### config.mk
export PLATFORM = sky130hd
export DESIGN_NAME = rd_prefetch_ctrl
export DESIGN_NICKNAME = d
export VERILOG_FILES = /design/src/rtl/rpf_pkg.sv /design/src/rtl/rpf_plan.sv /design/src/rtl/rpf_slot.sv /design/src/rtl/rd_prefetch_ctrl.sv
export SDC_FILE = /design/constraint.sdc
export NUM_CORES = 1
export LEC_CHECK = 0
export BUFFER_PORTS_ARGS = -buffer_cell sky130_fd_sc_hd__buf_2
export CELL_PAD_IN_SITES_DETAIL_PLACEMENT = 0
export CELL_PAD_IN_SITES_GLOBAL_PLACEMENT = 1
export CORE_MARGIN = 8
export CORE_UTILIZATION = 46
export CTS_CLUSTER_DIAMETER = 200
export DETAILED_ROUTE_END_ITERATION = 10
export PLACE_DENSITY = 0.85
export SLEW_MARGIN = 20
export SYNTH_ARGS = -nofsm -noshare
export SYNTH_HDL_FRONTEND = slang
export SYNTH_SLANG_ARGS = --single-unit
### constraint.sdc
create_clock -name clk -period 4.7 [get_ports clk]
set_input_delay 0.94 -clock clk [delete_from_list [all_inputs] [get_ports clk]]
set_output_delay 0.94 -clock clk [all_outputs]
set_load 0.05 [all_outputs]
### src/rtl/rpf_pkg.sv
package rpf_pkg;

  typedef enum logic [1:0] {
    CMD_RD     = 2'd0,
    CMD_RDLINE = 2'd1,
    CMD_RDMULT = 2'd2,
    CMD_RSVD   = 2'd3
  } rd_cmd_e;

  // control word, bit 0 is the global enable
  typedef struct packed {
    logic [1:0] dreq;
    logic       mult_cont;
    logic       line_cont;
    logic [2:0] mult_init;
    logic [2:0] line_init;
    logic [2:0] mult_cnt;
    logic [2:0] line_cnt;
    logic       plain_pf;
    logic       pf_en;
  } cfg_t;

  localparam int CFG_W = $bits(cfg_t);

  // per-request fetch plan
  typedef struct packed {
    logic [3:0] total;
    logic [3:0] thr;
    logic       cont;
    logic       whole;
  } plan_t;

endpackage

### src/rtl/rpf_plan.sv
module rpf_plan
  import rpf_pkg::*;
(
  input  logic       pf_en,
  input  logic       plain_pf,
  input  logic [2:0] line_cnt,
  input  logic [2:0] mult_cnt,
  input  logic [2:0] line_init,
  input  logic [2:0] mult_init,
  input  logic       line_cont,
  input  logic       mult_cont,
  input  rd_cmd_e    cmd,
  output plan_t      plan
);

  logic [2:0] line_eff;
  logic [2:0] init_sel;
  logic       is_mult;
  logic       is_line;

  // line depth may not exceed multiple depth
  assign line_eff = (line_cnt > mult_cnt) ? mult_cnt : line_cnt;
  assign is_mult  = (cmd == CMD_RDMULT);
  assign is_line  = (cmd == CMD_RDLINE) || (!is_mult && plain_pf);

  always_comb begin
    plan.total = 4'd1;
    plan.cont  = 1'b0;
    plan.whole = is_mult || (cmd == CMD_RDLINE);
    init_sel   = 3'd0;
    if (pf_en && is_mult) begin
      plan.total = {1'b0, mult_cnt} + 4'd1;
      plan.cont  = mult_cont;
      plan.whole = 1'b1;
      init_sel   = mult_init;
    end else if (pf_en && is_line) begin
      plan.total = {1'b0, line_eff} + 4'd1;
      plan.cont  = line_cont;
      plan.whole = 1'b1;
      init_sel   = line_init;
    end
    if (init_sel == 3'd0) begin
      plan.thr = 4'd1;
    end else if ({1'b0, init_sel} > plan.total) begin
      plan.thr = plan.total;
    end else begin
      plan.thr = {1'b0, init_sel};
    end
  end

endmodule

### src/rtl/rpf_slot.sv
module rpf_slot
  import rpf_pkg::*;
#(
  parameter int AW         = 32,
  parameter int LINE_BYTES = 64
) (
  input  logic          clk,
  input  logic          rst_n,
  input  logic          start,
  input  logic [AW-1:0] start_addr,
  input  plan_t         plan,
  input  logic          grant,
  input  logic          done,
  input  logic          done_err,
  input  logic          taken,
  input  logic          retire,
  output logic          want,
  output logic [AW-1:0] addr,
  output logic          whole,
  output logic          busy,
  output logic          reconnect,
  output logic          err
);

  localparam int LW = $clog2(LINE_BYTES);

  logic          active_q, active_n;
  logic          drain_q,  drain_n;
  logic          err_q,    err_n;
  logic          cont_q,   cont_n;
  logic          whole_q,  whole_n;
  logic [3:0]    rem_q,    rem_n;
  logic [3:0]    ok_q,     ok_n;
  logic [3:0]    infl_q,   infl_n;
  logic [3:0]    thr_q,    thr_n;
  logic [AW-1:0] addr_q,   addr_n;
  logic [AW-1:0] line_base;
  logic          upd_en;

  assign line_base = {addr_q[AW-1:LW], {LW{1'b0}}};
  assign upd_en    = start | grant | done | taken | retire | drain_q;

  always_comb begin
    active_n = active_q;
    drain_n  = drain_q;
    err_n    = err_q;
    cont_n   = cont_q;
    whole_n  = whole_q;
    rem_n    = rem_q;
    ok_n     = ok_q;
    infl_n   = infl_q;
    thr_n    = thr_q;
    addr_n   = addr_q;
    if (start) begin
      active_n = 1'b1;
      drain_n  = 1'b0;
      err_n    = 1'b0;
      cont_n   = plan.cont;
      whole_n  = plan.whole;
      rem_n    = plan.total;
      ok_n     = 4'd0;
      infl_n   = 4'd0;
      thr_n    = plan.thr;
      addr_n   = start_addr;
    end else begin
      infl_n = infl_q + {3'd0, grant} - {3'd0, done};
      if (grant) begin
        rem_n   = rem_q - 4'd1;
        addr_n  = line_base + AW'(LINE_BYTES);
        whole_n = 1'b1;
      end
      if (taken && active_q && cont_q && !err_q) begin
        rem_n = rem_n + 4'd1;
      end
      if (done && active_q) begin
        if (done_err) begin
          err_n = 1'b1;
          rem_n = 4'd0;
        end else if (ok_q != 4'hF) begin
          ok_n = ok_q + 4'd1;
        end
      end
      if (retire && active_q) begin
        active_n = 1'b0;
        rem_n    = 4'd0;
        drain_n  = (infl_n != 4'd0);
      end else if (drain_q && (infl_n == 4'd0)) begin
        drain_n = 1'b0;
      end
    end
  end

  always_ff @(posedge clk or negedge rst_n) begin
    if (!rst_n) begin
      active_q <= 1'b0;
      drain_q  <= 1'b0;
      err_q    <= 1'b0;
      cont_q   <= 1'b0;
      whole_q  <= 1'b0;
      rem_q    <= 4'd0;
      ok_q     <= 4'd0;
      infl_q   <= 4'd0;
      thr_q    <= 4'd1;
      addr_q   <= '0;
    end else if (upd_en) begin
      active_q <= active_n;
      drain_q  <= drain_n;
      err_q    <= err_n;
      cont_q   <= cont_n;
      whole_q  <= whole_n;
      rem_q    <= rem_n;
      ok_q     <= ok_n;
      infl_q   <= infl_n;
      thr_q    <= thr_n;
      addr_q   <= addr_n;
    end
  end

  assign want      = active_q && !err_q && (rem_q != 4'd0);
  assign addr      = addr_q;
  assign whole     = whole_q;
  assign busy      = active_q | drain_q;
  assign reconnect = active_q && (err_q || (ok_q >= thr_q));
  assign err       = err_q;

  // the arbiter only grants a slot that still has budget
  a_r11_grant_has_budget: assert property (@(posedge clk) disable iff (!rst_n)
    grant |-> (active_q && !err_q && (rem_q != 4'd0)));

  // completion count never falls while a request stays live
  a_r6_ok_monotone: assert property (@(posedge clk) disable iff (!rst_n)
    (active_q && $past(active_q) && !$past(start)) |-> (ok_q >= $past(ok_q)));

  // retire closes reconnect and issue on the next cycle
  a_r10_retire_closes: assert property (@(posedge clk) disable iff (!rst_n)
    (retire && active_q && !start) |=> (!reconnect && !want));

  // an error completion silences the slot and opens reconnect
  a_r9_err_stops: assert property (@(posedge clk) disable iff (!rst_n)
    (done && done_err && active_q && !retire && !start) |=> (err && reconnect && !want));

endmodule

### src/rtl/rd_prefetch_ctrl.sv
module rd_prefetch_ctrl
  import rpf_pkg::*;
#(
  parameter int AW         = 32,
  parameter int LINE_BYTES = 64,
  parameter int NSLOT      = 4,
  localparam int SW        = (NSLOT > 1) ? $clog2(NSLOT) : 1
) (
  input  logic             clk,
  input  logic             rst_n,
  input  logic             cfg_we,
  input  logic [17:0]      cfg_wdata,
  input  logic             req_valid,
  input  logic [1:0]       req_cmd,
  input  logic [AW-1:0]    req_addr,
  output logic             req_accept,
  output logic             req_retry,
  output logic [SW-1:0]    req_slot,
  output logic             up_valid,
  input  logic             up_ready,
  output logic [AW-1:0]    up_addr,
  output logic             up_whole_line,
  output logic [SW-1:0]    up_slot,
  input  logic             up_done,
  input  logic             up_done_err,
  input  logic [SW-1:0]    up_done_slot,
  input  logic             dn_line_taken,
  input  logic [SW-1:0]    dn_taken_slot,
  input  logic             dn_retire,
  input  logic [SW-1:0]    dn_retire_slot,
  output logic [NSLOT-1:0] slot_busy,
  output logic [NSLOT-1:0] slot_reconnect,
  output logic [NSLOT-1:0] slot_err
);

  localparam int CW = (NSLOT > 4) ? $clog2(NSLOT + 1) : 3;

  cfg_t                cfg_q;
  plan_t               plan;
  logic [CW-1:0]       lim_raw;
  logic [CW-1:0]       lim;
  logic [CW-1:0]       busy_cnt;
  logic                any_free;
  logic [SW-1:0]       free_idx;
  logic [NSLOT-1:0]    want_vec;
  logic [NSLOT-1:0]    grant_vec;
  logic [NSLOT-1:0]    whole_vec;
  logic [AW-1:0]       addr_arr [NSLOT];
  logic [SW-1:0]       pick_idx;

  // control word register
  always_ff @(posedge clk or negedge rst_n) begin
    if (!rst_n) begin
      cfg_q <= '0;
    end else if (cfg_we) begin
      cfg_q <= cfg_t'(cfg_wdata);
    end
  end

  rpf_plan u_plan (
    .pf_en     (cfg_q.pf_en),
    .plain_pf  (cfg_q.plain_pf),
    .line_cnt  (cfg_q.line_cnt),
    .mult_cnt  (cfg_q.mult_cnt),
    .line_init (cfg_q.line_init),
    .mult_init (cfg_q.mult_init),
    .line_cont (cfg_q.line_cont),
    .mult_cont (cfg_q.mult_cont),
    .cmd       (rd_cmd_e'(req_cmd)),
    .plan      (plan)
  );

  // outstanding limit
  assign lim_raw = CW'(cfg_q.dreq) + CW'(1);
  assign lim     = (lim_raw > CW'(NSLOT)) ? CW'(NSLOT) : lim_raw;

  always_comb begin
    busy_cnt = '0;
    any_free = 1'b0;
    free_idx = '0;
    for (int i = 0; i < NSLOT; i++) begin
      busy_cnt = busy_cnt + CW'(slot_busy[i]);
      if (!slot_busy[i] && !any_free) begin
        any_free = 1'b1;
        free_idx = SW'(i);
      end
    end
  end

  assign req_accept = req_valid && any_free && (busy_cnt < lim);
  assign req_retry  = req_valid && !req_accept;
  assign req_slot   = free_idx;

  // fixed-priority fetch arbiter, lowest slot first
  always_comb begin
    grant_vec = '0;
    pick_idx  = '0;
    up_valid  = 1'b0;
    for (int i = 0; i < NSLOT; i++) begin
      if (want_vec[i] && !up_valid) begin
        up_valid     = 1'b1;
        pick_idx     = SW'(i);
        grant_vec[i] = up_ready;
      end
    end
  end

  assign up_slot       = pick_idx;
  assign up_addr       = addr_arr[pick_idx];
  assign up_whole_line = whole_vec[pick_idx];

  for (genvar g = 0; g < NSLOT; g++) begin : g_slot
    logic hit_start, hit_done, hit_taken, hit_retire;
    assign hit_start  = req_accept && (free_idx == SW'(g));
    assign hit_done   = up_done && (up_done_slot == SW'(g));
    assign hit_taken  = dn_line_taken && (dn_taken_slot == SW'(g));
    assign hit_retire = dn_retire && (dn_retire_slot == SW'(g));

    rpf_slot #(
      .AW         (AW),
      .LINE_BYTES (LINE_BYTES)
    ) u_slot (
      .clk        (clk),
      .rst_n      (rst_n),
      .start      (hit_start),
      .start_addr (req_addr),
      .plan       (plan),
      .grant      (grant_vec[g]),
      .done       (hit_done),
      .done_err   (up_done_err),
      .taken      (hit_taken),
      .retire     (hit_retire),
      .want       (want_vec[g]),
      .addr       (addr_arr[g]),
      .whole      (whole_vec[g]),
      .busy       (slot_busy[g]),
      .reconnect  (slot_reconnect[g]),
      .err        (slot_err[g])
    );
  end

  // the allocator hands out only a slot that is idle
  a_r8_alloc_idle: assert property (@(posedge clk) disable iff (!rst_n)
    req_accept |-> !slot_busy[free_idx]);

  // accept and retry never coincide
  a_r8_accept_xor_retry: assert property (@(posedge clk) disable iff (!rst_n)
    !(req_accept && req_retry));

  // at most one slot granted per cycle
  a_r11_one_grant: assert property (@(posedge clk) disable iff (!rst_n)
    $onehot0(grant_vec));

  // a grant is given only with the upstream ready and an offer out
  a_r11_grant_handshake: assert property (@(posedge clk) disable iff (!rst_n)
    (grant_vec != '0) |-> (up_valid && up_ready));

endmodule

[Word level (Yosys, flattened, before mapping)]
Cells that the tools add are included.
Word-level totals
  register bits after elaboration: 230
  bits in latches: 0
  RAM bits: 0
  memory bits (read-only): 0
  input port bits: 67
  word-level logic and storage cells: 411
  memories: 0
Cells by class
  add/subtract/negate cells: 30
  $mul: 0
  div/mod/pow operators: 0
  $lt $le $gt $ge: 10
  equal/unequal tests: 22
  shifts and indexed selects: 0
  muxes and demuxes: 126
  bitwise gates (word level): 25
  reductions and logical operators: 149
Operator list (count)
  32-bit two-way mux: 10
  4-bit two-way mux: 52
  32-bit by 7-bit adder with 32-bit output (second input constant): 4
  32-bit binary-select mux with 2-bit select: 1
  1-bit logical AND: 64
  1-bit two-way mux: 52
  2-bit nonzero test: 20
  4-bit by 1-bit adder with 4-bit output (second input constant): 8
  2-bit AND reduction: 16
  4-bit nonzero test: 8
  1-bit OR: 24
  2-bit == test (second input constant): 9
  4-bit by 1-bit adder with 4-bit output: 4
  4-bit greater-or-equal comparator: 4
  4-bit logical NOT: 4
  4-bit inequality test (second input constant): 4
  4-bit AND reduction: 4
  4-bit by 1-bit subtractor with 4-bit output: 4
  4-bit by 1-bit subtractor with 4-bit output (second input constant): 4
  1-bit logical NOT: 14
  2-bit two-way mux: 6
  3-bit two-way mux: 4
  3-bit AND reduction: 4
  3-bit nonzero test: 4
  other kinds (18): 34

[Longest topological paths before layout]
  word-level depth: 21
  gate-level depth with buffers: 17
  mapped depth without buffers: 16

[Hierarchy]
A second synthesis with hierarchy kept.
Unflattened totals
  cell total of the unflattened synthesis: 1565
  area total of the unflattened synthesis: 14615.3 µm²
By module, submodules not included
  rpf_slot (g_slot[0].u_slot ...): instances 2, cells each 304, area an instance 2949.1 µm², sequential area each 1327.5 µm²
  rpf_slot (g_slot[1].u_slot): instances 1, cells each 303, area an instance 2959.1 µm², sequential area each 1327.5 µm²
  rpf_slot (g_slot[3].u_slot): instances 1, cells each 308, area an instance 2959.1 µm², sequential area each 1327.5 µm²
  rd_prefetch_ctrl: instances 1, cells each 251, area an instance 2153.3 µm², sequential area each 450.4 µm²
  rpf_plan: instances 1, cells each 95, area an instance 645.6 µm², sequential area each 0.0 µm²

[Least setup slack after synthesis]
OpenSTA, ideal clock, no wires.
  path kind: register to output
  start: register g_slot[1].u_slot.active_q
  end: output req_retry
  data arrival time: 3.682 ns
  required time: 3.760 ns
  setup slack: 0.078 ns
  stages on the path, launching flop included: 12
  cell sequence: dfrtp_1 or2_2 inv_1 fa_1 inv_1 ha_1 ha_1 ha_1 nor4_1 o21ai_1 a21oi_1 nor2b_1
On the way
  longest elaborated chain between the ends: 14
Ends and longest elaborated chain
  start: declaration: RTL line rpf_slot.sv:27  | logic active_q, active_n;
  start signal: assignment: RTL line rpf_slot.sv:106  | active_q <= active_n;
  1-bit OR *: RTL line rpf_slot.sv:122  | assign busy = active_q | drain_q;
  net g_slot[1].u_slot.busy: RTL line rpf_slot.sv:20  | output logic busy,
  branches (longest 10 deep; another with 2-bit by 1-bit adder with 3-bit output)
  1-bit logical AND *: RTL line rd_prefetch_ctrl.sv:90  | assign req_accept = req_valid && any_free && (busy_cnt < lim);
  net req_accept: RTL line rd_prefetch_ctrl.sv:16  | output logic req_accept,
  1-bit logical NOT *: RTL line rd_prefetch_ctrl.sv:91  | assign req_retry = req_valid && !req_accept;
  1-bit logical AND *: RTL line rd_prefetch_ctrl.sv:91
  end: declaration: RTL line rd_prefetch_ctrl.sv:17  | output logic req_retry,
Mark *: on every way through the listed nets, which the timed path passes.

[Worst setup path in the final report]
  start: register g_slot[2].u_slot.rem_q[0]
  end: output up_addr[7]
On the way
  longest elaborated chain between the ends: 11
Ends and longest elaborated chain
  start: declaration: RTL line rpf_slot.sv:32  | logic [3:0] rem_q, rem_n;
  start signal: assignment: RTL line rpf_slot.sv:111  | rem_q <= rem_n;
  4-bit nonzero test *: RTL line rpf_slot.sv:119  | assign want = active_q && !err_q && (rem_q != 4'd0);
  1-bit logical AND *: RTL line rpf_slot.sv:119
  1-bit logical AND *: RTL line rd_prefetch_ctrl.sv:100  | if (want_vec[i] && !up_valid) begin
  1-bit two-way mux: RTL line rd_prefetch_ctrl.sv:100
  1-bit logical NOT: RTL line rd_prefetch_ctrl.sv:100
  1-bit logical AND: RTL line rd_prefetch_ctrl.sv:100
  2-bit two-way mux *: RTL line rd_prefetch_ctrl.sv:100
  2-bit inverter with 3-bit output (not written as such) *: RTL line rd_prefetch_ctrl.sv:109  | assign up_addr = addr_arr[pick_idx];
  32-bit binary-select mux with 2-bit select *: RTL line rd_prefetch_ctrl.sv:109
  32-bit two-way mux (not written as such) * (2 in a row): RTL line rd_prefetch_ctrl.sv:109
  end: declaration: RTL line rd_prefetch_ctrl.sv:21  | output logic [AW-1:0] up_addr,
Mark *: on every way between the ends. The rest lies on a longest branch, timed or not. The select of a mux whose other input is x is not followed.

==> results.tsv <==
metric	value	unit
fill count	2824	
number of max-cap violations	0	
# port buffers	118	
Die H	192	um
Syn Nets	1775	
Layout area overhead	14.4	%
synthesized cell area	14200	sq um
initial antenna violation count	2	
1st-iter DRT viols	795	
Synth cell types	77	
worst path buffer plus inverter count	3	
NetSw	6.77	mW
antenna-violating nets left	0	
row count	64	
internal power	6.64	mW
Synthesis Warnings	0	
Tot GR Track Use	23.5	%
crit share post-route	95.2	%
CP top delay family	compound AO/OA/AOI/OAI gates	
nets	1862	
Peak VDD IR	0.682	mV
root buffer cell	clkbuf_16	
Primary FF master, synth	dfrtp_1	
Syn Area/Cell	8.67	sq um
vias in the first global route	12600	
minimum clock period	4480	ps
PostCTS Resize Cnt	0	
Post-synth EDFFs	0	
Final Setup Violations	0	
WP data arrival	3540	ps
die area	36700	sq um
Post-synth ARST share	100	%
crit-path max FO	33	
hold crit path type	in2async	
CP required	3760	ps
H-tree Lvls	1	
hpwl dp	31.2	mm
DR vias	12600	
CTS tree	yes	
Initial Utilization	46.5	%
reg2reg path depth	14	
clk_lat worst skew	550	ps
Worst Setup Start Kind	flop	
first-pass GRT wire length	69.1	mm
clock share of power	17.9	%
Routed WL	43.2	mm
# clock sinks	230	
PD cells	826	nW/um^2
RSZ-0062 raised after global routing	false	
FF+latch count, synth	230	
Rel. slew slack	27.8	%
Die W	192	um
Vias/cell	5.89	
Net Sw Frac	50.5	%
I/O Pins	119	
Seq pwr share	26.6	%
clk_skew	11.8	ps
Tightest Pin Transition	1080	ps
slowest cell on the critical path	a31oi_1	
clock buffer depth	3	
TritonRoute pass-1 iters	5	
CTS clock-pin slew for the worst setup and hold paths	60	ps
Syn Inst Count	1637	
worst path cell trace	inv_1, ha_1, nor3b_1, o211ai_1, a21oi_4, nand2b_1, buf_4, o22ai_1, a31oi_1, buf_12	
WS Path Type	reg2out	
RePlAce Congestion	0.884	
Fmax achieved	0.223	GHz
GRT overflow	0	
Critical Path Sink Type	output port	
Final Hold Fails	0	
FF-to-FF End	g_slot[2].u_slot.infl_q[1]$_DFFE_PN0P_	
largest net degree at the start of global routing	108	
Leak	7.08	nW
worst r2r src	g_slot[1].u_slot.active_q$_DFFE_PN0P_	
Remaining DRCs	0	
Avg WL per Cell	20.2	um
# Post-CTS Setup Buffers	0	
CORE AREA	30500	sq um
r2r setup slk	500	ps
clock buffer count from CTS	28	
max-slew violation count	0	
setup TNS	0	ps
Final Util	53.2	%
combinational share of power	55.4	%
CTS Hold Bufs	0	
share of cells above drive strength 1	14.3	%
crit-path max cell delay	510	ps
Seq/Total Area, Yosys	40.6	%
outcome	complete, no violations	
[how the worst max path moves through the flow]
stage	start	end	slack (ps)	depth (start not counted)
detailed placement	cfg_q[7]$_DFFE_PN0P_	g_slot[0].u_slot.thr_q[1]$_DFFE_PN0P_	590	15
global placement	g_slot[1].u_slot.active_q$_DFFE_PN0P_	g_slot[2].u_slot.infl_q[3]$_DFFE_PN0P_	690	13
finish	g_slot[2].u_slot.rem_q[0]$_DFFE_PN0P_	up_addr[7]	220	10
CTS	g_slot[1].u_slot.active_q$_DFFE_PN0P_	req_accept	150	11
floorplan	g_slot[1].u_slot.active_q$_DFFE_PN0P_	req_retry	80	11
global route	g_slot[1].u_slot.active_q$_DFFE_PN0P_	req_retry	50	12
[cells by family after synthesis]
group	Yosys count	synth area share (%)
buf+inv	176	5.17
compound gates	386	17.1
fa+ha+maj	71	6.52
mux	33	2.50
simple gates	634	21.4
flops	230	40.6
xor+xnor	107	6.70
[registers in the layout (all words and copies together), names as in the netlist]
signal	count
g_slot.u_slot.ok_q	16
g_slot.u_slot.thr_q	16
cfg_q	18
g_slot.u_slot.rem_q	16
g_slot.u_slot.err	4
g_slot.u_slot.whole	4
g_slot.u_slot.infl_q	16
g_slot.u_slot.active_q	4
g_slot.u_slot.cont_q	4
g_slot.u_slot.addr	128
g_slot.u_slot.drain_q	4
[cells in the final DEF (no fill, tap or decap), types with 24 or more instances in the layout]
cell / count
clkbuf_16: 29
o21ai_0: 118
nand4_1: 26
xor2_1: 42
nand2_1: 279
a31oi_1: 53
and3_1: 31
a22o_1: 24
nor3_1: 34
a21oi_1: 44
buf_2: 114
nor2_1: 97
o22ai_1: 49
xnor2_1: 64
inv_1: 82
buf_4: 28
nand3_1: 63
dfrtp_1: 226
ha_1: 66
[per-stage QoR]
step / setup WS (ps) / cell area (sq um) / power [mW] / hold slack [ps] / instances
2_1_floorplan: 78.0 / 14200 / 8.88 / 442 / 1637
3_3_place_gp: 694 / 15200 / 10.8 / 456 / 2090
3_5_place_dp: 592 / 15200 / 11.0 / 464 / 2090
4_1_cts: 150 / 16200 / 13.4 / 477 / 2142
5_1_grt: 45.8 / 16200 / 14.3 / 499 / 2143
6_report: 223 / 16200 / 13.4 / 463 / 2144
[layout make-up]
| cell class | count | area [sq um] | share of cell area [%] |
|---|---|---|---|
| Clock buffer | 41 | 851 | 5.24 |
| Clock inverter | 11 | 180 | 1.11 |
| Inverter | 86 | 323 | 1.99 |
| Sequential cell | 230 | 5760 | 35.5 |
| Timing Repair Buffer | 147 | 863 | 5.32 |
| Antenna cell | 2 | 5.00 | 0.0308 |
| Tap cell | 396 | 495 | 3.05 |
| Multi-Input combinational cell | 1231 | 7760 | 47.8 |
[worst reg2reg max path, cell delays in order (launching register included)]
cell and delay (ps):
dfrtp_1 430, or2_2 350, inv_1 110, fa_1 430, inv_1 70, ha_1 150, ha_1 220, ha_1 280
o21ai_1 70, o21ai_1 180, buf_4 220, o22a_1 750, nand4_1 490, nand3_1 210, o21ai_0 120
[layer usage]
metal | share of wire, % | wire [um] | global-route usage [%]
met1 | 42 | 18200 | 30.1
met2 | 47 | 20200 | 38.3
met3 | 7.4 | 3190 | 4.87
met4 | 3.8 | 1620 | 9.68
met5 | 0 | 0 | 0
[synthesized netlist by cell type (8+ instances only)]
library cell / count / area [sq um]
nand3_1: 63 / 315
xor2_1: 42 / 368
o21ai_1: 20 / 100
mux2_2: 20 / 225
nor2b_1: 17 / 106
a21o_1: 8 / 60.1
a31oi_1: 54 / 338
dfrtp_1: 226 / 5660
nand2b_1: 9 / 56.3
a221o_1: 8 / 80.1
nor4_1: 15 / 93.8
o211ai_1: 10 / 75.1
xnor2_1: 64 / 561
and3_1: 31 / 194
a22o_1: 24 / 210
clkbuf_1: 61 / 229
ha_1: 66 / 826
o311ai_0: 12 / 105
o21ai_0: 118 / 591
mux2i_1: 13 / 130
buf_2: 14 / 70.1
inv_1: 82 / 308
o22ai_1: 49 / 307
nand2_1: 279 / 1050
a21oi_1: 45 / 225
nor2_1: 98 / 368
buf_4: 15 / 113
nor3_1: 36 / 180
nand4_1: 26 / 163
[power groups by stage]
| stage | Clock [mW] | Combinational [mW] | Sequential, mW |
|---|---|---|---|
| after global placement | 0 | 7.27 | 3.55 |
| after global routing | 2.52 | 8.10 | 3.68 |
| after CTS | 2.44 | 7.45 | 3.55 |
| after floorplan | 0 | 5.56 | 3.32 |
| final | 2.41 | 7.44 | 3.57 |
| after detailed placement | 0 | 7.41 | 3.57 |
Note: power is estimated with default switching activity, not from simulation.
